$ cat src/rtl/scl_gen_pkg.sv
package scl_gen_pkg;

   typedef enum logic [1:0] {
      PH_OFF  = 2'd0,
      PH_LOW  = 2'd1,
      PH_WAIT = 2'd2,
      PH_HIGH = 2'd3
   } phase_t;

   localparam logic [1:0] SPD_FAST = 2'd2;
   localparam logic [1:0] SPD_HS   = 2'd3;

endpackage

$ cat src/rtl/scl_cnt_pick.sv
module scl_cnt_pick #(
   parameter int CNT_W      = 16,
   parameter int MIN_CNT    = 6,
   parameter bit HS_PRESENT = 1'b1
) (
   input  logic [1:0]       speed_sel,
   input  logic [CNT_W-1:0] std_hi,
   input  logic [CNT_W-1:0] std_lo,
   input  logic [CNT_W-1:0] fast_hi,
   input  logic [CNT_W-1:0] fast_lo,
   input  logic [CNT_W-1:0] hs_hi,
   input  logic [CNT_W-1:0] hs_lo,
   output logic [CNT_W-1:0] hi_cnt,
   output logic [CNT_W-1:0] lo_cnt
);
   import scl_gen_pkg::*;

   localparam logic [CNT_W-1:0] FLOOR = CNT_W'(MIN_CNT);

   logic [CNT_W-1:0] raw_hi, raw_lo;
   logic             use_hs;

   generate
      if (HS_PRESENT) begin : g_hs
         assign use_hs = (speed_sel == SPD_HS);
      end else begin : g_no_hs
         assign use_hs = 1'b0;
      end
   endgenerate

   always_comb begin
      if (use_hs) begin
         raw_hi = hs_hi;
         raw_lo = hs_lo;
      end else if (speed_sel == SPD_FAST || speed_sel == SPD_HS) begin
         raw_hi = fast_hi;
         raw_lo = fast_lo;
      end else begin
         raw_hi = std_hi;
         raw_lo = std_lo;
      end
   end

   assign hi_cnt = (raw_hi < FLOOR) ? FLOOR : raw_hi;
   assign lo_cnt = (raw_lo < FLOOR) ? FLOOR : raw_lo;

endmodule

$ cat src/rtl/scl_phase_fsm.sv
module scl_phase_fsm #(
   parameter int CNT_W  = 16,
   parameter int HOLD_W = 8
) (
   input  logic              clk,
   input  logic              rst_n,
   input  logic              enable,
   input  logic [CNT_W-1:0]  hi_cnt,
   input  logic [CNT_W-1:0]  lo_cnt,
   input  logic [HOLD_W-1:0] tx_hold,
   input  logic              scl_in,
   output logic              scl_low,
   output logic              sda_shift,
   output logic              sample_stb
);
   import scl_gen_pkg::*;

   localparam int EXT_W = (CNT_W > HOLD_W) ? CNT_W : HOLD_W;

   phase_t           phase_q;
   logic [CNT_W-1:0] cnt_q;
   logic [EXT_W-1:0] tx_ext, lo_lim, tx_eff;
   logic [CNT_W-1:0] mid_idx;

   assign tx_ext  = EXT_W'(tx_hold);
   assign lo_lim  = EXT_W'(lo_cnt) - EXT_W'(2);
   assign tx_eff  = (tx_ext > lo_lim) ? lo_lim : tx_ext;
   assign mid_idx = hi_cnt >> 1;

   always_ff @(posedge clk or negedge rst_n) begin
      if (!rst_n) begin
         phase_q <= PH_OFF;
         cnt_q   <= '0;
      end else if (!enable) begin
         phase_q <= PH_OFF;
         cnt_q   <= '0;
      end else begin
         case (phase_q)
            PH_OFF: begin
               phase_q <= PH_LOW;
               cnt_q   <= '0;
            end
            PH_LOW: begin
               if (cnt_q == lo_cnt - CNT_W'(1)) begin
                  phase_q <= PH_WAIT;
                  cnt_q   <= '0;
               end else begin
                  cnt_q <= cnt_q + CNT_W'(1);
               end
            end
            PH_WAIT: begin
               if (scl_in) begin
                  phase_q <= PH_HIGH;
                  cnt_q   <= CNT_W'(1);
               end
            end
            default: begin
               if (cnt_q == hi_cnt - CNT_W'(1)) begin
                  phase_q <= PH_LOW;
                  cnt_q   <= '0;
               end else begin
                  cnt_q <= cnt_q + CNT_W'(1);
               end
            end
         endcase
      end
   end

   assign scl_low    = (phase_q == PH_LOW);
   assign sda_shift  = (phase_q == PH_LOW) && (EXT_W'(cnt_q) == tx_eff);
   assign sample_stb = (phase_q == PH_HIGH) && (cnt_q == mid_idx);

endmodule

$ cat src/rtl/sda_rx_hold.sv
module sda_rx_hold #(
   parameter int HOLD_W = 8
) (
   input  logic              clk,
   input  logic              rst_n,
   input  logic              sda_in,
   input  logic              scl_in,
   input  logic [HOLD_W-1:0] rx_hold,
   output logic              sda_rx
);
   localparam logic [HOLD_W-1:0] RUN_MAX = '1;

   logic [HOLD_W-1:0] run_q;

   always_ff @(posedge clk or negedge rst_n) begin
      if (!rst_n)
         run_q <= '0;
      else if (!sda_in)
         run_q <= '0;
      else if (run_q != RUN_MAX)
         run_q <= run_q + HOLD_W'(1);
   end

   assign sda_rx = sda_in && (!scl_in || (run_q >= rx_hold));

endmodule

$ cat src/rtl/scl_timing_gen.sv
module scl_timing_gen #(
   parameter int CNT_W      = 16,
   parameter int HOLD_W     = 8,
   parameter int MIN_CNT    = 6,
   parameter bit HS_PRESENT = 1'b1
) (
   input  logic              clk,
   input  logic              rst_n,
   input  logic              enable,
   input  logic [1:0]        speed_sel,
   input  logic [CNT_W-1:0]  std_hi,
   input  logic [CNT_W-1:0]  std_lo,
   input  logic [CNT_W-1:0]  fast_hi,
   input  logic [CNT_W-1:0]  fast_lo,
   input  logic [CNT_W-1:0]  hs_hi,
   input  logic [CNT_W-1:0]  hs_lo,
   input  logic [HOLD_W-1:0] tx_hold,
   input  logic [HOLD_W-1:0] rx_hold,
   input  logic              scl_in,
   input  logic              sda_in,
   output logic              scl_low,
   output logic              sda_shift,
   output logic              sample_stb,
   output logic              sda_rx
);

   generate
      if (CNT_W < 4) begin : g_bad_cnt_w
         $error("CNT_W must be at least 4");
      end
      if (MIN_CNT < 4 || MIN_CNT >= (1 << CNT_W)) begin : g_bad_min
         $error("MIN_CNT must be at least 4 and fit in CNT_W");
      end
      if (HOLD_W < 1 || HOLD_W > 16) begin : g_bad_hold_w
         $error("HOLD_W must lie in 1..16");
      end
   endgenerate

   logic [1:0]        spd_q;
   logic [CNT_W-1:0]  std_hi_q, std_lo_q, fast_hi_q, fast_lo_q, hs_hi_q, hs_lo_q;
   logic [HOLD_W-1:0] tx_q, rx_q;
   logic [CNT_W-1:0]  hi_sel, lo_sel;

   always_ff @(posedge clk or negedge rst_n) begin
      if (!rst_n) begin
         spd_q     <= '0;
         std_hi_q  <= '0;
         std_lo_q  <= '0;
         fast_hi_q <= '0;
         fast_lo_q <= '0;
         hs_hi_q   <= '0;
         hs_lo_q   <= '0;
         tx_q      <= '0;
         rx_q      <= '0;
      end else if (!enable) begin
         spd_q     <= speed_sel;
         std_hi_q  <= std_hi;
         std_lo_q  <= std_lo;
         fast_hi_q <= fast_hi;
         fast_lo_q <= fast_lo;
         hs_hi_q   <= hs_hi;
         hs_lo_q   <= hs_lo;
         tx_q      <= tx_hold;
         rx_q      <= rx_hold;
      end
   end

   scl_cnt_pick #(
      .CNT_W      (CNT_W),
      .MIN_CNT    (MIN_CNT),
      .HS_PRESENT (HS_PRESENT)
   ) u_pick (
      .speed_sel (spd_q),
      .std_hi    (std_hi_q),
      .std_lo    (std_lo_q),
      .fast_hi   (fast_hi_q),
      .fast_lo   (fast_lo_q),
      .hs_hi     (hs_hi_q),
      .hs_lo     (hs_lo_q),
      .hi_cnt    (hi_sel),
      .lo_cnt    (lo_sel)
   );

   scl_phase_fsm #(
      .CNT_W  (CNT_W),
      .HOLD_W (HOLD_W)
   ) u_fsm (
      .clk        (clk),
      .rst_n      (rst_n),
      .enable     (enable),
      .hi_cnt     (hi_sel),
      .lo_cnt     (lo_sel),
      .tx_hold    (tx_q),
      .scl_in     (scl_in),
      .scl_low    (scl_low),
      .sda_shift  (sda_shift),
      .sample_stb (sample_stb)
   );

   sda_rx_hold #(
      .HOLD_W (HOLD_W)
   ) u_rx (
      .clk     (clk),
      .rst_n   (rst_n),
      .sda_in  (sda_in),
      .scl_in  (scl_in),
      .rx_hold (rx_q),
      .sda_rx  (sda_rx)
   );

endmodule

$ cat config.mk
export PLATFORM = sky130hd
export DESIGN_NAME = scl_timing_gen
export DESIGN_NICKNAME = d
export VERILOG_FILES = /design/src/rtl/scl_gen_pkg.sv /design/src/rtl/scl_cnt_pick.sv /design/src/rtl/scl_phase_fsm.sv /design/src/rtl/sda_rx_hold.sv /design/src/rtl/scl_timing_gen.sv
export SDC_FILE = /design/constraint.sdc
export NUM_CORES = 1
export LEC_CHECK = 0
export BUFFER_PORTS_ARGS = -buffer_cell sky130_fd_sc_hd__buf_4
export CELL_PAD_IN_SITES_DETAIL_PLACEMENT = 1
export CELL_PAD_IN_SITES_GLOBAL_PLACEMENT = 1
export CORE_AREA = 5 5 167 169
export DETAILED_ROUTE_END_ITERATION = 12
export DIE_AREA = 0 0 172 174
export PLACE_DENSITY_LB_ADDON = 0.1
export SLEW_MARGIN = 0
export SYNTH_ARGS = -nofsm -noshare
export SYNTH_HDL_FRONTEND = slang
export SYNTH_SLANG_ARGS = --single-unit
$ cat constraint.sdc
create_clock -name clk -period 5.66 [get_ports clk]
set_clock_uncertainty 0.1 [all_clocks]
set_input_delay 1.132 -clock clk [delete_from_list [all_inputs] [get_ports clk]]
set_output_delay 1.132 -clock clk [all_outputs]
set_load 0.01 [all_outputs]
# After elaboration in Yosys (flattened, before gate mapping)

Index checks and enable logic that the tools add are counted.

Eq/ne operators: 14
Mux-type cells: 19
Magnitude comparators: 4
Reduce and logical (&&, ||, !) cells: 8
Add/sub/neg operators: 5

Operators by type and width:

| operator                                                                | count |
|---|---|
| 16-bit two-way mux                                                      | 11 |
| 16-bit == test                                                          | 3 |
| 16-bit one-hot mux with 3 select lines                                  | 1 |
| 16-bit by 3-bit < comparator with 1-bit output, second input constant   | 2 |
| 16-bit by 1-bit subtractor with 16-bit output, second input constant    | 2 |
| 16-bit by 1-bit adder with 16-bit output, second input constant         | 1 |
| 16-bit by 15-bit == test with 1-bit output                              | 1 |
| 8-bit by 16-bit > comparator with 1-bit output                          | 1 |
| 8-bit two-way mux                                                       | 2 |
| 16-bit by 2-bit subtractor with 16-bit output, second input constant    | 1 |
| 8-bit by 1-bit adder with 8-bit output, second input constant           | 1 |
| 2-bit == test, second input constant                                    | 4 |
| 8-bit greater-or-equal comparator                                       | 1 |
| 2-bit two-way mux                                                       | 4 |
| 8-bit inequality test, second input constant                            | 1 |
| 2-bit one-hot mux with 3 select lines                                   | 1 |
| 5-bit by 1-bit inequality test with 1-bit output, second input constant | 1 |
| 1-bit logical AND                                                       | 3 |
| 3-bit by 2-bit inequality test with 1-bit output, second input constant | 1 |
| 3-bit inequality test, second input constant                            | 1 |
| 3-bit AND reduction                                                     | 1 |
| 2-bit by 1-bit == test with 1-bit output, second input constant         | 1 |
| 2-bit logical NOT                                                       | 1 |
| 1-bit logical OR                                                        | 2 |
| 2 further kinds                                                         | 2 |

Bits of input ports: 119
Register bits: 140
Output and inout bits: 4
Logic and storage cells: 62

# Logic depth before layout (Yosys ltp)

Depth after elaboration: 11
Mapped depth: 24
Depth with buffers taken out: 19

# Modules after synthesis

Synthesis repeated with hierarchy kept, for this count alone.

Cells, all modules: 825
Area, all modules: 8947.3 um^2

By module, submodules not included:

| module         | times used | cells an instance | area each (um^2) | sequential area each (um^2) |
|---|---|---|---|---|
| scl_timing_gen | 1          | 241               | 4480.5           | 2852.7 |
| scl_phase_fsm  | 1          | 393               | 3010.4           | 450.4 |
| scl_cnt_pick   | 1          | 123               | 842.1            | 0.0 |
| sda_rx_hold    | 1          | 68                | 614.3            | 200.2 |

# Least setup slack after synthesis

Ideal clock, no wire load.

Path type: reg-to-output
Start: register spd_q[0]
End: output port sda_shift
Data arrival time: 4897 ps
Stages on the path, launching flop included: 21
Path slack: -469 ps
Path through: dfrtp_1 -> buf_6 -> mux2_4 -> mux2i_2 -> nand4_4 -> or4_4 -> and2_4 -> ha_1 -> nand2_1 -> o2bb2ai_1 -> nand2_1 -> xnor2_1 -> ha_1 -> nand3_1 -> a21oi_1 -> o311a_1 -> nand4b_1 -> buf_2 -> mux2_2 -> a311o_1 -> a2111oi_2

Cells in the longest elaborated chain, start to end: 11
Elaborated cells between the ends (all ways): 12

RTL lines:

| element                                         | RTL line                               | source |
|---|---|---|
| start, declared                                 | scl_timing_gen.sv:39                   | `logic [1:0] spd_q;` |
| start signal, assigned                          | scl_timing_gen.sv:56                   | `spd_q <= speed_sel;` |
| 2-bit == test, on equally long branches         | scl_cnt_pick.sv:35, scl_cnt_pick.sv:25 |  |
| 1-bit logical OR                                | scl_cnt_pick.sv:35                     | `end else if (speed_sel == SPD_FAST \|\| speed_sel == SPD_HS) begin` |
| 16-bit two-way mux                              | scl_cnt_pick.sv:35                     |  |
| 16-bit two-way mux *                            | scl_cnt_pick.sv:32                     | `if (use_hs) begin` |
| 16-bit by 3-bit < comparator with 1-bit output  | scl_cnt_pick.sv:45                     | `assign lo_cnt = (raw_lo < FLOOR) ? FLOOR : raw_lo;` |
| 16-bit two-way mux *                            | scl_cnt_pick.sv:45                     |  |
| 16-bit by 2-bit subtractor with 16-bit output * | scl_phase_fsm.sv:26                    | `assign lo_lim = EXT_W'(lo_cnt) - EXT_W'(2);` |
| 8-bit by 16-bit > comparator with 1-bit output  | scl_phase_fsm.sv:27                    | `assign tx_eff = (tx_ext > lo_lim) ? lo_lim : tx_ext;` |
| 16-bit two-way mux *                            | scl_phase_fsm.sv:27                    |  |
| 16-bit == test *                                | scl_phase_fsm.sv:70                    | `assign sda_shift = (phase_q == PH_LOW) && (EXT_W'(cnt_q) == tx_eff);` |
| 1-bit logical AND *                             | scl_phase_fsm.sv:70                    |  |
| end, declared                                   | scl_timing_gen.sv:22                   | `output logic sda_shift,` |

Every way passes the cells marked *; elsewhere a longest branch is shown, timed or not.

# Worst setup path in the final report

Ends and elaborated chain as after synthesis.

==> results.json <==
{
  "status": "finished, violations left",
  "violations": "setup timing",
  "pwr-share-seq_pct": 34.7,
  "period_share_pct": 109,
  "ys_warn_count": 0,
  "min-delay-start": "hs_hi_q[9]",
  "crit_arrival_ns": 4.95,
  "setup_violations": 19,
  "critPathKind": "flip-flop to primary output",
  "clk_latency_ns": 0.43,
  "dp_slack_ns": -0.179,
  "cts_tree": "done",
  "std_cell_rows": 60,
  "antenna_found_initial": 0,
  "worst_pin_slew_ns": 0.983,
  "vdd_drop_max_mv": 0.223,
  "cts_buffer_depth": 2,
  "fin_tns_setup_ns": -4.99,
  "hold_slack_ns": 0.402,
  "dieHeight_um": 174,
  "cap_viol_max_count": 0,
  "hold_path_class": "flip-flop to flip-flop",
  "met3_usage_pct": 3.34,
  "cts_buffers": 17,
  "htree_levels": 4,
  "grt_use_total_pct": 18.5,
  "worstSetupEndpointType": "primary output",
  "worstPathRequired_ns": 4.43,
  "final_util_pct": 44.3,
  "leakage_nw": 4.85,
  "first_pass_iters": 4,
  "crit_start": "spd_q[0]",
  "place_hpwl_um": 20000,
  "core_area_mm2": 0.0264,
  "p_int_mw": 2.24,
  "grt_pass1_vias": 7831,
  "design.portCount": 123,
  "async_reset_ff_share_pct": 100,
  "switching_share_pct": 34.3,
  "period_needed_ns": 6.18,
  "synthToLayoutAreaGrowth_pct": 29.3,
  "overflow": 0,
  "ys.flop_type": "dfrtp_1",
  "cts.sinks": 140,
  "drc": 0,
  "nets": 1151,
  "p_sw_mw": 1.17,
  "gp_congestion": 0.889,
  "clk_pin_slew_worst_paths_ns": 0.07,
  "die_width_um": 172,
  "critPathLaunchType": "flip-flop",
  "postSynthAreaPerCell_um2": 11.0,
  "drt_iter0_drc": 354,
  "drtAntennaViolNets": 0,
  "grt_pass1_wl_um": 43500,
  "maxSlewViolCount": 0,
  "postCtsHoldBufs": 0,
  "grtUsageMet2_pct": 32.1,
  "syn-num-nets": 967,
  "hold_violations": 0,
  "synth_edf_count": 0,
  "synth_cell_types": 93,
  "fmax_ghz": 0.162,
  "ys_seq_area_share_pct": 38.7,
  "r2r_start": "spd_q[0]",
  "gr-max-usage-layer": "met2",
  "rsz0062_at_grt": "yes",
  "total_power_mw": 3.41,
  "netlist_instances": 823,
  "layout-drive-gt1-share_pct": 43.8,
  "final_common_cell": "buf_4",
  "power_frac_comb_pct": 32.2,
  "netlist_area_mm2": 0.00906,
  "clock_power_share_pct": 33.0,
  "cp_max_fo": 8,
  "slew_headroom_pct": 34.5,
  "n_antenna_cell": 0,
  "drt-wirelength-per-cell_um": 20.0,
  "viasPerCell": 5.28,
  "grt_use_met1_pct": 23.5,
  "powerDensity_mw_per_mm2": 291,
  "cts-root-buf": "clkbuf_16",
  "wl_um": 27200,
  "via_count": 7183,
  "synth_seq_cells": 140,
  "numPortBuffers": 122,
  "setup_ws_ns": -0.525,
  "grt_max_degree": 103,
  "final_cell_mix": "195 x buf_4, 138 x dfrtp_1, 130 x mux2_2",
  "die_area_mm2": 0.0299,
  "start_util_pct": 34.3
}
metal layers:
metal / vias to the layer above / share of wire [%]
met5: - / 0
met4: 0 / 1.7
met3: 30 / 4.1
li1: 3414 / -
met2: 152 / 51
met1: 3587 / 43
critical path, cell delays in order, from the launching register on:
cell	delay [ns]
dfrtp_2	0.47
buf_12	0.16
mux2_4	0.30
mux2i_4	0.18
nand4_4	0.12
or4_4	0.55
and2_4	0.18
ha_4	0.18
nand2_2	0.07
o2bb2ai_2	0.06
nand4_1	0.16
xnor2_2	0.15
ha_1	0.28
nor2b_1	0.14
o311a_1	0.33
nand4b_1	0.18
buf_6	0.17
mux2i_2	0.22
o22ai_2	0.11
a2111oi_4	0.34
buf_4	0.17
final cells by class:
class,count,area [um^2]
fillers,2880,14700
multi-input cells,599,5420
flip-flops and latches,140,3510
repair buffers,205,1610
well taps,341,427
clock buffers,17,425
inverters,44,170
clock inverters,15,146
cell families after synthesis:
logic type / count (synthesis) / share of synthesized area (%)
simple gates: 206 / 12.7
mux: 180 / 23.5
flops: 140 / 38.7
compound gates: 124 / 11.2
buf+inv: 84 / 4.16
xor+xnor: 64 / 6.27
fa+ha+maj: 25 / 3.45
sequential cells by signal, indices dropped and copies added (netlist names):
register	count
fast_hi_q	16
fast_lo_q	16
hs_hi_q	16
hs_lo_q	16
rx_q	8
spd_q	2
std_hi_q	16
std_lo_q	16
tx_q	8
u_fsm.cnt_q	16
u_fsm.phase_q	2
u_rx.run_q	8
cell usage after synthesis (4+ instances only):
| cell type | n | area share [%] |
|---|---|---|
| and3_1 | 7 | 0.48 |
| a21o_1 | 6 | 0.50 |
| mux2i_4 | 7 | 1.7 |
| xor2_1 | 8 | 0.77 |
| inv_1 | 41 | 1.7 |
| clkbuf_1 | 24 | 0.99 |
| nand4_1 | 19 | 1.3 |
| xnor2_1 | 55 | 5.3 |
| nor3_1 | 26 | 1.4 |
| dfrtp_1 | 140 | 39 |
| a41oi_2 | 6 | 1.1 |
| o22ai_1 | 16 | 1.1 |
| nand2_1 | 41 | 1.7 |
| mux2_4 | 7 | 1.2 |
| and2_1 | 7 | 0.48 |
| nor2b_1 | 7 | 0.48 |
| o21ai_0 | 14 | 0.77 |
| mux2i_2 | 10 | 1.5 |
| mux2_2 | 133 | 17 |
| a41oi_1 | 9 | 0.87 |
| a21oi_1 | 19 | 1.1 |
| mux2i_1 | 20 | 2.2 |
| a32oi_1 | 4 | 0.39 |
| buf_2 | 6 | 0.33 |
| nand3_1 | 25 | 1.4 |
| nor2_1 | 29 | 1.2 |
| nor4_1 | 10 | 0.69 |
| ha_1 | 25 | 3.5 |
| nand2b_1 | 5 | 0.35 |
per-stage QoR:
step | area (um^2) | instances
finish | 11700 | 1361
global placement | 10800 | 1304
global route | 11700 | 1361
floorplan | 9190 | 823
detailed placement | 10800 | 1304
CTS | 11600 | 1353
power by group through the flow:
stage               Sequential, mW  Combinational [mW]  Clock (mW)
finish                        1.18                1.10        1.12
CTS                           1.18                1.06        1.17
detailed placement            1.20                1.03           0
floorplan                     1.15               0.700           0
global route                  1.20                1.20        1.20
global placement              1.20                1.02           0
worst paths after layout:
check                                   to  slack, ns  cells past startpoint
max                              sda_shift      -0.52                     20
min                             hs_hi_q[9]       0.40                      1
max reg2reg                 u_fsm.cnt_q[7]      -0.31                     35
min reg2reg                     hs_hi_q[9]       0.40                      1
max in group asynchronous  u_fsm.cnt_q[15]       3.63                      2
min in group asynchronous     fast_hi_q[7]       0.67                      1
timing repair:
item	CTS	global route
gates resized for setup	15	14
pin swaps	9	9
buffers inserted	17	7
cloned	0	1
endpoints found under the setup margin	1	19
Note: power is estimated with default switching activity, not from simulation.
